===== src/rtl/repair_pkg.sv =====
package repair_pkg;
    typedef enum logic [1:0] {
        CAP_IDLE,
        CAP_UPDATE,
        CAP_ALLOC,
        CAP_OVERFLOW
    } cap_e;
endpackage


===== src/rtl/repair_match.sv =====
// Parallel compare of one key against every valid spare entry.
module repair_match #(
    parameter int N_SPARE = 4,
    parameter int ADDR_W  = 8,
    parameter int DATA_W  = 16
) (
    input  logic [N_SPARE-1:0]        vld,
    input  logic [N_SPARE*ADDR_W-1:0] adr,
    input  logic [N_SPARE*DATA_W-1:0] dat,
    input  logic [ADDR_W-1:0]         key,
    output logic                      any_hit,
    output logic [N_SPARE-1:0]        hit_oh,
    output logic [DATA_W-1:0]         hit_data
);
    for (genvar g = 0; g < N_SPARE; g++) begin : g_cmp
        assign hit_oh[g] = vld[g] && (adr[g*ADDR_W +: ADDR_W] == key);
    end

    always_comb begin
        hit_data = '0;
        for (int i = 0; i < N_SPARE; i++) begin
            if (hit_oh[i]) hit_data = hit_data | dat[i*DATA_W +: DATA_W];
        end
    end

    assign any_hit = |hit_oh;
endmodule


===== src/rtl/repair_free_pick.sv =====
// Finds the lowest-indexed invalid entry.
module repair_free_pick #(
    parameter int N_SPARE = 4
) (
    input  logic [N_SPARE-1:0] vld,
    output logic               any_free,
    output logic [N_SPARE-1:0] pick_oh
);
    always_comb begin
        logic found;
        found   = 1'b0;
        pick_oh = '0;
        for (int i = 0; i < N_SPARE; i++) begin
            if (!vld[i] && !found) begin
                pick_oh[i] = 1'b1;
                found      = 1'b1;
            end
        end
    end

    assign any_free = ~&vld;
endmodule


===== src/rtl/spare_word_repair.sv =====
module spare_word_repair #(
    parameter int ADDR_W  = 8,
    parameter int DATA_W  = 16,
    parameter int N_SPARE = 4
) (
    input  logic              clk,
    input  logic              rst_n,
    input  logic              bist_fail,
    input  logic [ADDR_W-1:0] bist_addr,
    input  logic [DATA_W-1:0] bist_exp,
    input  logic              acc_en,
    input  logic              acc_we,
    input  logic [ADDR_W-1:0] acc_addr,
    input  logic [DATA_W-1:0] acc_wdata,
    input  logic [DATA_W-1:0] arr_rdata,
    output logic              arr_we,
    output logic [DATA_W-1:0] rd_data,
    output logic              hit,
    output logic              overflow,
    input  logic              scan_en,
    input  logic              scan_in,
    output logic              scan_out
);
    import repair_pkg::*;

    localparam int SLICE_W = ADDR_W + 1;
    localparam int CHAIN_W = N_SPARE * SLICE_W;

    typedef struct packed {
        logic [N_SPARE-1:0]             vld;
        logic [N_SPARE-1:0][ADDR_W-1:0] adr;
        logic [N_SPARE-1:0][DATA_W-1:0] dat;
        logic                           ovf;
    } state_t;

    state_t s_q, s_d;

    logic               acc_hit, fail_hit, any_free;
    logic [N_SPARE-1:0] acc_oh, fail_oh, pick_oh;
    logic [DATA_W-1:0]  acc_data, fail_data_unused;
    logic [CHAIN_W-1:0] chain_q;
    cap_e               cap;

    repair_match #(.N_SPARE(N_SPARE), .ADDR_W(ADDR_W), .DATA_W(DATA_W)) u_acc_match (
        .vld(s_q.vld), .adr(s_q.adr), .dat(s_q.dat), .key(acc_addr),
        .any_hit(acc_hit), .hit_oh(acc_oh), .hit_data(acc_data)
    );

    repair_match #(.N_SPARE(N_SPARE), .ADDR_W(ADDR_W), .DATA_W(DATA_W)) u_fail_match (
        .vld(s_q.vld), .adr(s_q.adr), .dat(s_q.dat), .key(bist_addr),
        .any_hit(fail_hit), .hit_oh(fail_oh), .hit_data(fail_data_unused)
    );

    repair_free_pick #(.N_SPARE(N_SPARE)) u_pick (
        .vld(s_q.vld), .any_free(any_free), .pick_oh(pick_oh)
    );

    // Chain view: highest entry at the head, valid bit above its address.
    always_comb begin
        for (int i = 0; i < N_SPARE; i++) begin
            chain_q[i*SLICE_W +: SLICE_W] = {s_q.vld[i], s_q.adr[i]};
        end
    end

    always_comb begin
        logic [CHAIN_W-1:0] chain_d;
        s_d     = s_q;
        cap     = CAP_IDLE;
        chain_d = '0;
        if (scan_en) begin
            chain_d = {chain_q[CHAIN_W-2:0], scan_in};
            for (int i = 0; i < N_SPARE; i++) begin
                {s_d.vld[i], s_d.adr[i]} = chain_d[i*SLICE_W +: SLICE_W];
            end
        end else begin
            if (acc_en && acc_we && acc_hit) begin
                for (int i = 0; i < N_SPARE; i++) begin
                    if (acc_oh[i]) s_d.dat[i] = acc_wdata;
                end
            end
            if (bist_fail) begin
                if (fail_hit)      cap = CAP_UPDATE;
                else if (any_free) cap = CAP_ALLOC;
                else               cap = CAP_OVERFLOW;
            end
            case (cap)
                CAP_UPDATE: begin
                    for (int i = 0; i < N_SPARE; i++) begin
                        if (fail_oh[i]) s_d.dat[i] = bist_exp;
                    end
                end
                CAP_ALLOC: begin
                    for (int i = 0; i < N_SPARE; i++) begin
                        if (pick_oh[i]) begin
                            s_d.vld[i] = 1'b1;
                            s_d.adr[i] = bist_addr;
                            s_d.dat[i] = bist_exp;
                        end
                    end
                end
                CAP_OVERFLOW: s_d.ovf = 1'b1;
                default: ;
            endcase
        end
    end

    always_ff @(posedge clk) begin
        if (!rst_n) s_q <= '0;
        else        s_q <= s_d;
    end

    assign hit      = acc_hit;
    assign rd_data  = acc_hit ? acc_data : arr_rdata;
    assign arr_we   = acc_en && acc_we && !acc_hit;
    assign overflow = s_q.ovf;
    assign scan_out = chain_q[CHAIN_W-1];
endmodule


===== config.mk =====
export PLATFORM = sky130hd
export DESIGN_NAME = spare_word_repair
export DESIGN_NICKNAME = d
export VERILOG_FILES = /design/src/rtl/repair_pkg.sv /design/src/rtl/repair_match.sv /design/src/rtl/repair_free_pick.sv /design/src/rtl/spare_word_repair.sv
export SDC_FILE = /design/constraint.sdc
export NUM_CORES = 1
export LEC_CHECK = 0
export ABC_CLOCK_PERIOD_IN_PS = 2700
export BUFFER_PORTS_ARGS = -buffer_cell sky130_fd_sc_hd__buf_2
export CORE_UTILIZATION = 30
export CTS_CLUSTER_DIAMETER = 30
export DETAILED_ROUTE_END_ITERATION = 16
export PLACE_DENSITY = 0.46
export SYNTH_ARGS = -nofsm -noshare
export SYNTH_HDL_FRONTEND = slang
export SYNTH_SLANG_ARGS = --single-unit

===== constraint.sdc =====
create_clock -name clk -period 2.7 [get_ports clk]
set_input_delay 0.27 -clock clk [delete_from_list [all_inputs] [get_ports clk]]
set_output_delay 0.27 -clock clk [all_outputs]
set_load 0.03 [all_outputs]

Yosys cells after proc, flatten, opt, wreduce, memory -nomap -nowiden:

Cells that the tools add are included.

* bits in registers: 101
* input bits: 71
* word-level logic and storage cells: 99

* equal/unequal tests: 12
* muxes and demuxes: 38
* bitwise gates (word level): 4
* reductions and logical operators: 32

Operator list (count)
* $mux 16: 17
* $pmux 64 s2: 1
* $mux 36: 2
* $eq 8x8->1: 8
* $mux 64: 1
* $or 16x16->16: 3
* $mux 8: 4
* $logic_and 1x1->1: 14
* $mux 1: 10
* $reduce_and 2->1: 5
* $reduce_bool 2->1: 4
* $reduce_or 4->1: 2
* $logic_not 1->1: 6
* $mux 2: 3
* $eq 2x2->1 const B: 2
* $reduce_and 4->1: 1
* $eq 2x1->1 const B: 1
* $ne 2x2->1 const B: 1
* $not 1->1: 1

Logic depth before layout (Yosys ltp):

Gate-level depths: netlist (run 1).

* depth after elaboration: 12
* mapped depth: 10

Cells and area by module:

Synthesis (run 1) repeated with hierarchy kept, for this count alone.

* cell total of the unflattened synthesis: 927
* area, all modules: 7865.0 um^2

Modules (own cells, without submodules)
* spare_word_repair: times used 1, cells an instance 598, area an instance 5641.7 um^2, seq. area each 2021.9 um^2
* repair_match: times used 2, cells an instance 162, area an instance 1093.5 um^2, seq. area each 0.0 um^2
* repair_free_pick: times used 1, cells an instance 5, area an instance 36.3 um^2, seq. area each 0.0 um^2

Worst setup path before layout (run 1):

No wires, ideal clock.

* path type: in2out
* start point: input acc_addr[4]
* end point: output rd_data[10]
* arrival: 2.238 ns
* path slack: 0.192 ns
* cell stages on the path: 8
* path buffers: 3
* cell sequence: buf_2 xnor2_1 nand4_1 nor3_2 or4_1 buf_2 buf_2 a31oi_1

* elaborated cells on any way between the ends: 17

RTL lines
* start, declared: line spare_word_repair.sv:13 `input logic [ADDR_W-1:0] acc_addr,`
* $eq 8x8->1: line repair_match.sv:16 `assign hit_oh[g] = vld[g] && (adr[g*ADDR_W +: ADDR_W] == key);`
* $logic_and 1x1->1: line repair_match.sv:16
* $reduce_or 4->1 *: line repair_match.sv:26 `assign any_hit = |hit_oh;`
* named net hit: line spare_word_repair.sv:18 `output logic hit,`
* $mux 16 *: line spare_word_repair.sv:113 `assign rd_data = acc_hit ? acc_data : arr_rdata;`
* end, declared: line spare_word_repair.sv:17 `output logic [DATA_W-1:0] rd_data,`

Mark *: on every way through the listed nets, which the timed path passes. The rest lies on a longest branch.

Final worst setup path (run 1):

* start point: register s_q, in the netlist chain_q[29]
* end point: output rd_data[11]

* cells in the longest elaborated chain, start to end: 4
* elaborated cells on any way between the ends: 5

RTL lines
* start, declared: line spare_word_repair.sv:36 `state_t s_q, s_d;`
* start signal, assigned: line spare_word_repair.sv:108 `if (!rst_n) s_q <= '0;`
* start signal, assigned: line spare_word_repair.sv:109 `else s_q <= s_d;`
* $eq 8x8->1 *: line repair_match.sv:16
* $logic_and 1x1->1 *: line repair_match.sv:16
* $reduce_or 4->1 or $mux 16 (tied branches): line repair_match.sv:26, repair_match.sv:22
* $mux 16 *: line spare_word_repair.sv:113

Mark *: on every way between the ends. The rest lies on a longest branch, timed or not.

==> impl_metrics.csv, run 1 <==
group,metric,value,unit
outcome,status,"completed",
die,placementRows,53,
drt,route.detailed.drc,0,
finish,diodes,0,
pwr,power_density,479,nW/um^2
worst_setup_path,r2r_slack,0.21,ns
yosys,syn-instance-count,814,
worst_setup_path,critPathMaxFanout,9,
die,die_width,150,microns
drt,vias_per_cell,5.50,
pwr,total_power,3.82,mW
placement,io_buffer_count,90,
clock_network,clk_pin_slew,0.08,ns
grt,grt_pass1_wl,37000,microns
die,core,21300,sq um
finish,nets,954,
clock_network,cts_sinks,101,
yosys,avgSynthCellArea,8.12,sq um
timing,rsz0062_at_grt,"true",
timing,finalSetupViolations,0,
job,drv_cap,0,
yosys,synth_top_area_share,30.6,%
grt,grt_pass1_vias,6256,
timing,min_period_over_period,97.5,%
timing,slew_headroom,18.0,%
worst_setup_path,cp_cell_sequence,"xnor2_1, nand2_1, nor3_2, or4_4, clkbuf_16, a31oi_1, buf_4",
die,die_area,22600,sq um
yosys,synth_cell_types,45,
yosys,yosysTopAreaCell,"dfxtp_1",
finish,fillers,2258,
finish,instances_no_fill,1163,
clock_network,cts_buffers,9,
grt,grt_max_degree,55,
yosys,syn_area,6610,sq um
worst_setup_path,cp.required,2.43,ns
grt,grtUsageTotal,21.6,%
timing,maxSlewViolCount,0,
grt,grt_overflow,0,
clock_network,htree_num_levels,3,
die,ioPinCount,91,
grt,antenna_found_initial,0,
yosys,synth-xor-area-share,8.48,%
yosys,synthSimpleGateAreaFrac,18.0,%
yosys,synth.net_count,885,
timing,fmax,380,MHz
yosys,ys_seq_area_share,30.6,%
placement,dp_hpwl,16400,microns
clock_network,cts_root_buf,"clkbuf_16",
drt,finalWirelength,24200,microns
yosys,synthMuxAreaShare,5.51,%
worst_setup_path,slowest_stage,"or4_4",
pwr,leakage,3.24,nW
yosys,synth_enable_flop_cells,0,
finish,final_layout_size_suffix_gt1_share,26.4,%
clock_network,cts_tree,"built",
worst_setup_path,path_class,"flop to output pin",
die,start_util,31.0,%
timing,clock_skew,0.00779,ns
yosys,async_flop_share,0,%
worst_setup_path,crit_path_start_kind,"flop",
drt,drtIter0Drc,366,
timing,hold_viol_final,0,
yosys,ys_top_cells_by_area,"dfxtp_1 31%, xnor2_1 8.5%, o21ai_0 6.4%",
timing,tns,0,ns
timing,worst_hold_slack,0.208,ns
finish,final_cell_area,7980,sq um
clock_network,clockBufferDepth,2,
die,die_h,150,microns
min_path,min_path_type,"input port to flop",
worst_setup_path,cp-end-kind,"output pin",
drt,final_antenna_net_count,0,
yosys,synth_top_flop_cell,"dfxtp_1",
yosys,synth_compound_area_share,30.5,%
clock_network,clk_latency,0.36,ns
yosys,ys_ff_latch,101,
drt,firstDrtPassIters,5,
placement,placed_area,7480,sq um
placement,routabilityCongestion,0.868,
drt,vias,6395,
yosys,synth_top_family_by_area,"compound AO/OA/AOI/OAI gates",
timing,layout_min_cycle_time,2.63,ns
placement,placed_cells,1144,
yosys,synthAdderAreaFrac,0,%
worst_setup_path,slowest_delay,0.61,ns
yosys,yosys_warnings,0,
timing,tightest_slew,1.22,ns
worst_setup_path,crit_arrival,2.36,ns
pwr,peakVddDrop,0.291,mV
drt,wl_per_cell,20.8,microns
finish,syn_to_final_growth,20.7,%
routing by layer:
metal,track usage (%),up-vias,share of wire (%)
met2,35.5,174,48
met3,2.61,30,4.7
li1,-,3149,-
met1,29.2,3042,46
met5,0,-,0
met4,6.82,0,2.0
path summary, 6_finish.rpt:
| path | start | endpoint | cells past startpoint |
|---|---|---|---|
| min reg2reg | overflow | overflow | 2 |
| min | bist_exp[6] | s_q[7] | 2 |
| max | chain_q[29] | rd_data[11] | 7 |
| max reg2reg | chain_q[5] | chain_q[27] | 7 |
synthesized netlist by cell type, types with 2 or more instances:
cell	number
o221a_2	13
nand2b_1	16
or2_2	3
nand4_1	13
nor2_1	62
nand3_1	12
inv_1	16
a31oi_1	16
nor3_4	2
nor4_1	2
a22oi_1	32
mux2i_1	33
mux2_2	3
xnor2_1	64
nor3_1	34
o21ai_0	85
o211a_1	16
nor4_2	2
or3_1	3
buf_4	9
a211oi_2	10
nor4b_2	2
clkbuf_1	44
a21oi_1	50
buf_2	26
nor4_4	4
buf_6	2
o221a_1	2
nor3_2	6
buf_1	3
o31ai_1	4
o311a_1	30
nand2_1	61
a211oi_1	23
dfxtp_1	101
stage by stage:
step	worst slack [ns]	util (%)
final	0.0679	37.5
after global routing	-0.00825	37.5
after detailed placement	0.115	35.1
after CTS	0.000199	36.8
after floorplan	0.192	-
after global placement	0.253	35.1
area by class of cell:
cell class                 count  area (sq um)  area share, %
multi-input combinational    613          4260           53.3
sequential                   101          2040           25.6
timing repair buffer         142           945           11.8
tap                          275           344           4.31
clock buffer                  10           239           3.00
clock inverter                 6          93.8           1.18
inverter                      16          60.1          0.753
state kept, by name (all words and copies together), names as in the netlist:
| register | flops |
|---|---|
| overflow | 1 |
| s_q | 64 |
| chain_q | 35 |
| scan_out | 1 |
logic make-up (layout without fill, tap and decap cells):
family	count (synthesis)	count (layout)
XOR/XNOR	64	64
AND/OR/NAND/NOR	227	227
buffers and inverters	100	174
flip-flops	101	101
multiplexers	36	36
AO/OA/AOI/OAI	286	286
power breakdown:
part | internal, mW | total, mW | switching, mW
logic | 0.292 | 0.704 | 0.411
registers | 1.55 | 1.63 | 0.0773
clock network | 0.846 | 1.48 | 0.637
total | 2.69 | 3.82 | 1.13
cell usage in the layout (no fill, tap or decap), drive strengths merged, types with 2 or more instances in the layout:
cell      synthesis  final
clkbuf           44     12
nand2b           16     16
a211oi           33     33
a22oi            32     32
o31ai             4      4
nor4              8      8
nand2            61     61
inv              16     17
a31oi            16     16
nor2             62     62
nor3             42     42
clkinvlp          0      3
mux2i            33     33
o211a            16     16
xnor2            64     64
bufinv            0      2
or2               4      4
nand4            13     13
or3               3      3
nor4b             2      2
a21oi            50     50
nand3            12     12
mux2              3      3
buf              40    140
dfxtp           101    101
o21ai            86     86
o221a            15     15
o311a            30     30
worst max-delay path, delay by kind of cell (launching register included):
| family | cells | cell delay, ns |
|---|---|---|
| simple gates | 3 | 0.86 |
| xor+xnor | 1 | 0.11 |
| buf+inv | 2 | 0.42 |
| flops | 1 | 0.43 |
| compound gates | 1 | 0.18 |
what timing repair did:
item | in CTS | in global routing
buffers inserted | 0 | 1
gates cloned | 0 | 2
endpoints found under the setup margin | 5 | 17
pin swaps | 1 | 3
hold buffers | 0 | 0
resized for setup | 9 | 33
Note: power is estimated with default switching activity, not from simulation.
==> run 2: changes to the inputs <==
--- a/config.mk
+++ b/config.mk
@@ -5,12 +5,14 @@
 export SDC_FILE = /design/constraint.sdc
 export NUM_CORES = 1
 export LEC_CHECK = 0
+export ABC_AREA = 1
 export ABC_CLOCK_PERIOD_IN_PS = 2700
 export BUFFER_PORTS_ARGS = -buffer_cell sky130_fd_sc_hd__buf_2
 export CORE_UTILIZATION = 30
+export CTS_BUF_LIST = sky130_fd_sc_hd__clkbuf_16
 export CTS_CLUSTER_DIAMETER = 30
 export DETAILED_ROUTE_END_ITERATION = 16
-export PLACE_DENSITY = 0.46
+export PLACE_DENSITY = 0.45
 export SYNTH_ARGS = -nofsm -noshare
 export SYNTH_HDL_FRONTEND = slang
 export SYNTH_SLANG_ARGS = --single-unit
==> impl_metrics.csv, run 2 <==
group,metric,value,unit
outcome,status,"completed",
yosys,ys_top_cells_by_area,"dfxtp_1 24%, nand2_1 23%, nor2_1 9.0%",
finish,nets,1648,
yosys,synth_top_flop_cell,"dfxtp_1",
clock_network,clk_latency,0.37,ns
worst_setup_path,critPathMaxFanout,11,
worst_setup_path,path_class,"flop to output pin",
yosys,syn-instance-count,1508,
placement,dpl_worst_slack,0.116,ns
yosys,synth_cell_types,43,
timing,layout_min_cycle_time,2.62,ns
worst_setup_path,crit_family,"simple AND/OR/NAND/NOR gates",
worst_setup_path,cp-end-kind,"output pin",
clock_network,clockBufferDepth,2,
pwr,power_density,394,nW/um^2
finish,instances_no_fill,1954,
finish,diodes,0,
timing,maxSlewViolCount,0,
grt,grtUsageTotal,26.2,%
yosys,ys_ff_latch,101,
yosys,synth_enable_flop_cells,0,
yosys,synth.net_count,1579,
clock_network,htree_num_levels,3,
finish,syn_to_final_growth,18.7,%
placement,placed_area,9290,sq um
min_path,min_path_type,"input port to flop",
placement,io_buffer_count,90,
yosys,async_flop_share,0,%
clock_network,hold_buffers,0,
placement,routabilityCongestion,1.01,
placement,dp_hpwl,27000,microns
grt,grt_pass1_vias,9069,
worst_setup_path,r2r_slack,0.25,ns
drt,wl_per_cell,19.1,microns
die,core,27100,sq um
worst_setup_path,crit_path_frequent_cell,"nand2_1",
timing,finalWorstSetupSlack,0.0773,ns
worst_setup_path,crit_arrival,2.35,ns
timing,slew_headroom,56.9,%
drt,vias_per_cell,5.15,
drt,drtIter0Drc,1005,
pwr,seqPwrFrac,42.2,%
placement,placed_cells,1931,
worst_setup_path,slowest_stage,"dfxtp_1",
die,die_width,169,microns
pwr,pwr-share-clk,33.9,%
worst_setup_path,cp_cell_sequence,"inv_1, nand2_1, nand2_1, nor2_1, nand4_1, nor2_2, nand2_4, buf_12, o22ai_1, a221oi_1, nand2_1, clkbuf_4",
die,start_util,30.8,%
yosys,avgSynthCellArea,5.53,sq um
finish,regMostFlops,"s_q",
worst_setup_path,crit_path_start_kind,"flop",
drt,vias,10100,
finish,final_cell_mix,"508 x nand2_1, 198 x nor2_1, 125 x nand3_1",
worst_setup_path,cp.required,2.43,ns
pwr,switching_share,35.7,%
worst_setup_path,path_buf_inv,3,
die,die_area,28500,sq um
yosys,synth.most_common_cell,"nand2_1",
timing,tightest_slew,0.646,ns
timing,tns,0,ns
timing,rsz0062_at_grt,"true",
yosys,yosysTopAreaCell,"dfxtp_1",
die,placementRows,60,
timing,hold_viol_final,0,
yosys,synth_top_area_share,24.2,%
drt,finalWirelength,37300,microns
pwr,pwr-share-comb,24.0,%
worst_setup_path,slowest_delay,0.34,ns
pwr,peakVddDrop,0.316,mV
yosys,ys_seq_area_share,24.2,%
clock_network,cts_tree,"built",
finish,final_cell_area,9900,sq um
drt,firstDrtPassIters,6,
clock_network,cts_root_buf,"clkbuf_16",
timing,clock_skew,0.0134,ns
grt,grt_overflow,0,
yosys,netlist_top_cells_count,"508 x nand2_1, 200 x nor2_1, 125 x inv_1, 125 x nand3_1, 101 x dfxtp_1",
finish,final_common_cell,"nand2_1",
drt,final_antenna_net_count,0,
pwr,p_switching,1.39,mW
drt,route.detailed.drc,0,
die,ioPinCount,91,
clock_network,cts_sinks,101,
grt,antenna_found_initial,1,
timing,min_period_over_period,97.1,%
job,drv_cap,0,
finish,final_layout_size_suffix_gt1_share,15.4,%
pwr,intPower,2.51,mW
die,die_h,169,microns
grt,grt_max_degree,53,
timing,finalSetupViolations,0,
finish,largest_reg_flops,64,
grt,grt_pass1_wl,56200,microns
yosys,syn_area,8340,sq um
timing,fmax,381,MHz
clock_network,cts_buffers,9,
clock_network,clk_pin_slew,0.08,ns
pwr,leakage,4.53,nW
yosys,yosys_warnings,0,
-- run 2: changes by cell type in the layout (fill, tap and decap cells not counted), sizes merged, moves of 30 or more --
cell    previous run  this run
nor3              42         9
nand2             61       518
a211oi            33         0
nand3             12       128
xnor2             64         6
inv               17       139
o311a             30         0
nor2              62       209
a21oi             50        86
mux2i             33         0
-- run 2: power groups by stage --
stage	Sequential, mW	Combinational (mW)	Clock (mW)
finish	1.64	0.935	1.32
global route	1.65	1.04	1.40
detailed placement	1.67	0.907	0
floorplan	1.65	0.583	0
global placement	1.67	0.914	0
CTS	1.64	0.914	1.35
-- run 2: logic make-up (layout without fill, tap and decap cells) --
kind of cell	count (synthesis)	after routing	synth area share, %
AOI/OAI and AO/OA	257	257	17.4
xor gates and xnor gates	9	9	0.945
buffers and inverters	217	291	10.4
DFF	101	101	24.2
and+or+nand+nor	924	924	47.1
-- run 2: cell type report --
type,count,area (sq um)
Sequential cell,101,2040
Multi-Input combinational cell,1190,5620
Timing Repair Buffer,136,962
Inverter,139,534
Fill cell,3036,17200
Clock inverter,7,48.8
Clock buffer,9,225
Tap cell,372,465
-- run 2: per-stage QoR --
stage / util [%] / hold slack, ns / power (mW)
final: 36.5 / 0.233 / 3.90
after global routing: 36.5 / 0.244 / 4.09
after CTS: 35.6 / 0.222 / 3.90
after detailed placement: 34.3 / 0.449 / 2.58
after global placement: 34.3 / 0.445 / 2.59
after floorplan: - / 0.408 / 2.23
-- run 2: worst paths after layout --
kind	from	to	cells past startpoint
max	chain_q[21]	rd_data[13]	12
min	bist_exp[15]	s_q[32]	3
max reg2reg	chain_q[1]	s_q[7]	15
min reg2reg	overflow	overflow	1
-- run 2: tightest hold or removal path, delay by kind of cell --
family	cells	cell delay, ns
buf+inv	1	0.15
compound gates	1	0.06
simple gates	1	0.07
-- run 2: routing by layer --
| metal | track usage (%) | share of wire, % | vias to the layer above |
|---|---|---|---|
| met4 | 6.28 | 1.7 | 2 |
| met5 | 0 | 0.035 | - |
| met1 | 40.3 | 50 | 4604 |
| met3 | 6.27 | 8.9 | 43 |
| li1 | - | - | 5026 |
| met2 | 35.7 | 39 | 379 |
-- run 2: what timing repair did --
item	CTS	global route
endpoints found under the setup margin	14	24
resized for setup	13	41
pin swaps	0	4
hold endpoints to repair	0	0
setup buffers	1	4
gates cloned	0	2
==> run 3: changes to the inputs <==
--- a/config.mk
+++ b/config.mk
@@ -6,8 +6,9 @@
 export NUM_CORES = 1
 export LEC_CHECK = 0
 export ABC_AREA = 1
-export ABC_CLOCK_PERIOD_IN_PS = 2700
+export ABC_CLOCK_PERIOD_IN_PS = 3150
 export BUFFER_PORTS_ARGS = -buffer_cell sky130_fd_sc_hd__buf_2
+export CAP_MARGIN = 0
 export CORE_UTILIZATION = 30
 export CTS_BUF_LIST = sky130_fd_sc_hd__clkbuf_16
 export CTS_CLUSTER_DIAMETER = 30
==> constraint.sdc (replaced) <==
create_clock -name clk -period 3.15 [get_ports clk]
set_input_delay 0.315 -clock clk [delete_from_list [all_inputs] [get_ports clk]]
set_output_delay 0.315 -clock clk [all_outputs]
set_load 0.03 [all_outputs]
==> impl_metrics.csv, run 3 (synthesized netlist as in run 2, its figures left out) <==
group,metric,value,unit
outcome,status,"completed",
worst_setup_path,crit_path_start_kind,"flop",
finish,regMostFlops,"s_q",
die,start_util,30.8,%
timing,fmax,331,MHz
placement,routabilityCongestion,0.899,
grt,grt_pass1_vias,9193,
drt,wl_per_cell,19.7,microns
finish,final_layout_size_suffix_gt1_share,12.2,%
die,die_h,169,microns
die,die_width,169,microns
finish,final_cell_mix,"508 x nand2_1, 199 x nor2_1, 125 x nand3_1, 125 x inv_1, 101 x dfxtp_1",
pwr,power_density,351,nW/um^2
die,core,27100,sq um
die,ioPinCount,91,
grt,antenna_found_initial,0,
timing,clock_skew,0.0147,ns
drt,route.detailed.drc,0,
timing,maxSlewViolCount,0,
worst_setup_path,cp.required,2.83,ns
timing,min_period_over_period,95.8,%
worst_setup_path,critPathMaxFanout,17,
clock_network,cts_buffers,9,
timing,tns,0,ns
drt,vias,10200,
die,placementRows,60,
timing,tightest_slew,1.07,ns
grt,grt_overflow,0,
clock_network,htree_num_levels,3,
worst_setup_path,worstReg2RegEnd,"s_q[32]",
finish,largest_reg_flops,64,
min_path,min_path_type,"input port to flop",
timing,slew_headroom,28.6,%
worst_setup_path,cp-end-kind,"output pin",
clock_network,clk_pin_slew,0.08,ns
clock_network,clk_latency,0.37,ns
pwr,leakage,4.36,nW
placement,io_buffer_count,90,
drt,vias_per_cell,5.24,
worst_setup_path,r2r-start,"chain_q[23]",
drt,final_antenna_net_count,0,
clock_network,postCtsSetupBuffers,0,
pwr,peakVddDrop,0.227,mV
grt,grtUsageTotal,27.0,%
clock_network,cts_root_buf,"clkbuf_16",
grt,grt_pass1_wl,57600,microns
finish,syn_to_final_growth,13.5,%
timing,finalSetupViolations,0,
worst_setup_path,crit_arrival,2.70,ns
finish,nets,1633,
timing,layout_min_cycle_time,3.02,ns
clock_network,hold_buffers,0,
finish,final_common_cell,"nand2_1",
worst_setup_path,r2r_slack,0.36,ns
worst_setup_path,reg2regPathDepth,12,
drt,firstDrtPassIters,7,
die,die_area,28500,sq um
clock_network,clockBufferDepth,2,
clock_network,cts_sinks,101,
grt,grt_max_degree,56,
pwr,total_power,3.32,mW
finish,diodes,0,
drt,finalWirelength,38300,microns
placement,dp_hpwl,27100,microns
timing,rsz0062_at_grt,"false",
worst_setup_path,path_class,"flop to output pin",
job,drv_cap,0,
timing,hold_viol_final,0,
drt,drtIter0Drc,1092,
clock_network,cts_tree,"built",
worst_setup_path,crit_end,"rd_data[4]",
worst_setup_path,crit_start,"chain_q[30]",
clock_network,cts_resized,0,
run 3: layer usage:
layer	part of all wire (%)	track usage [%]	up-vias
li1	-	-	4999
met1	50	41.4	4717
met2	40	37.8	398
met3	7.4	3.51	50
met4	2.4	8.85	2
met5	0.19	1.91	-
run 3: worst min path at each step:
stage               depth (start not counted)  slack, ns         end          from
finish                                      3       0.28     s_q[48]  bist_exp[15]
global route                                3       0.29     s_q[48]  bist_exp[15]
CTS                                         3       0.27     s_q[32]  bist_exp[15]
detailed placement                          1       0.46    overflow      overflow
global placement                            1       0.44    overflow      overflow
floorplan                                   2       0.45  chain_q[8]         rst_n
run 3: cell type report:
type / count / area (sq um)
Fill cell: 3110 / 17600
Clock inverter: 7 / 51.3
Clock buffer: 9 / 225
Timing Repair Buffer: 121 / 721
Tap cell: 372 / 465
Inverter: 139 / 527
Multi-Input combinational cell: 1190 / 5460
Sequential cell: 101 / 2020
run 3: critical path: stages (launching register included):
cell and delay (ns):
dfxtp_1 0.47, inv_1 0.10, nand2_1 0.09, nand2_1 0.05, nor3_1 0.36, nand3_1 0.20
buf_12 0.21, o22ai_1 0.42, a221oi_1 0.14, nand2_1 0.09, buf_2 0.19
run 3: stage by stage:
step	utilization (%)	hold slack (ns)	cells	cell area (sq um)	setup slack, ns
final	34.9	0.278	1939	9470	0.133
after global routing	34.9	0.294	1939	9470	0.0401
after CTS	34.9	0.265	1939	9470	0.195
after detailed placement	33.9	0.464	1923	9190	0.316
after global placement	33.9	0.444	1923	9190	0.305
after floorplan	-	0.453	1508	8340	0.790
run 3: where the power goes:
group	internal (mW)	leakage, nW	switching [mW]
combinational	0.247	3.41	0.526
sequential	1.35	0.830	0.0598
clock	0.541	0.122	0.600
total	2.13	4.36	1.19
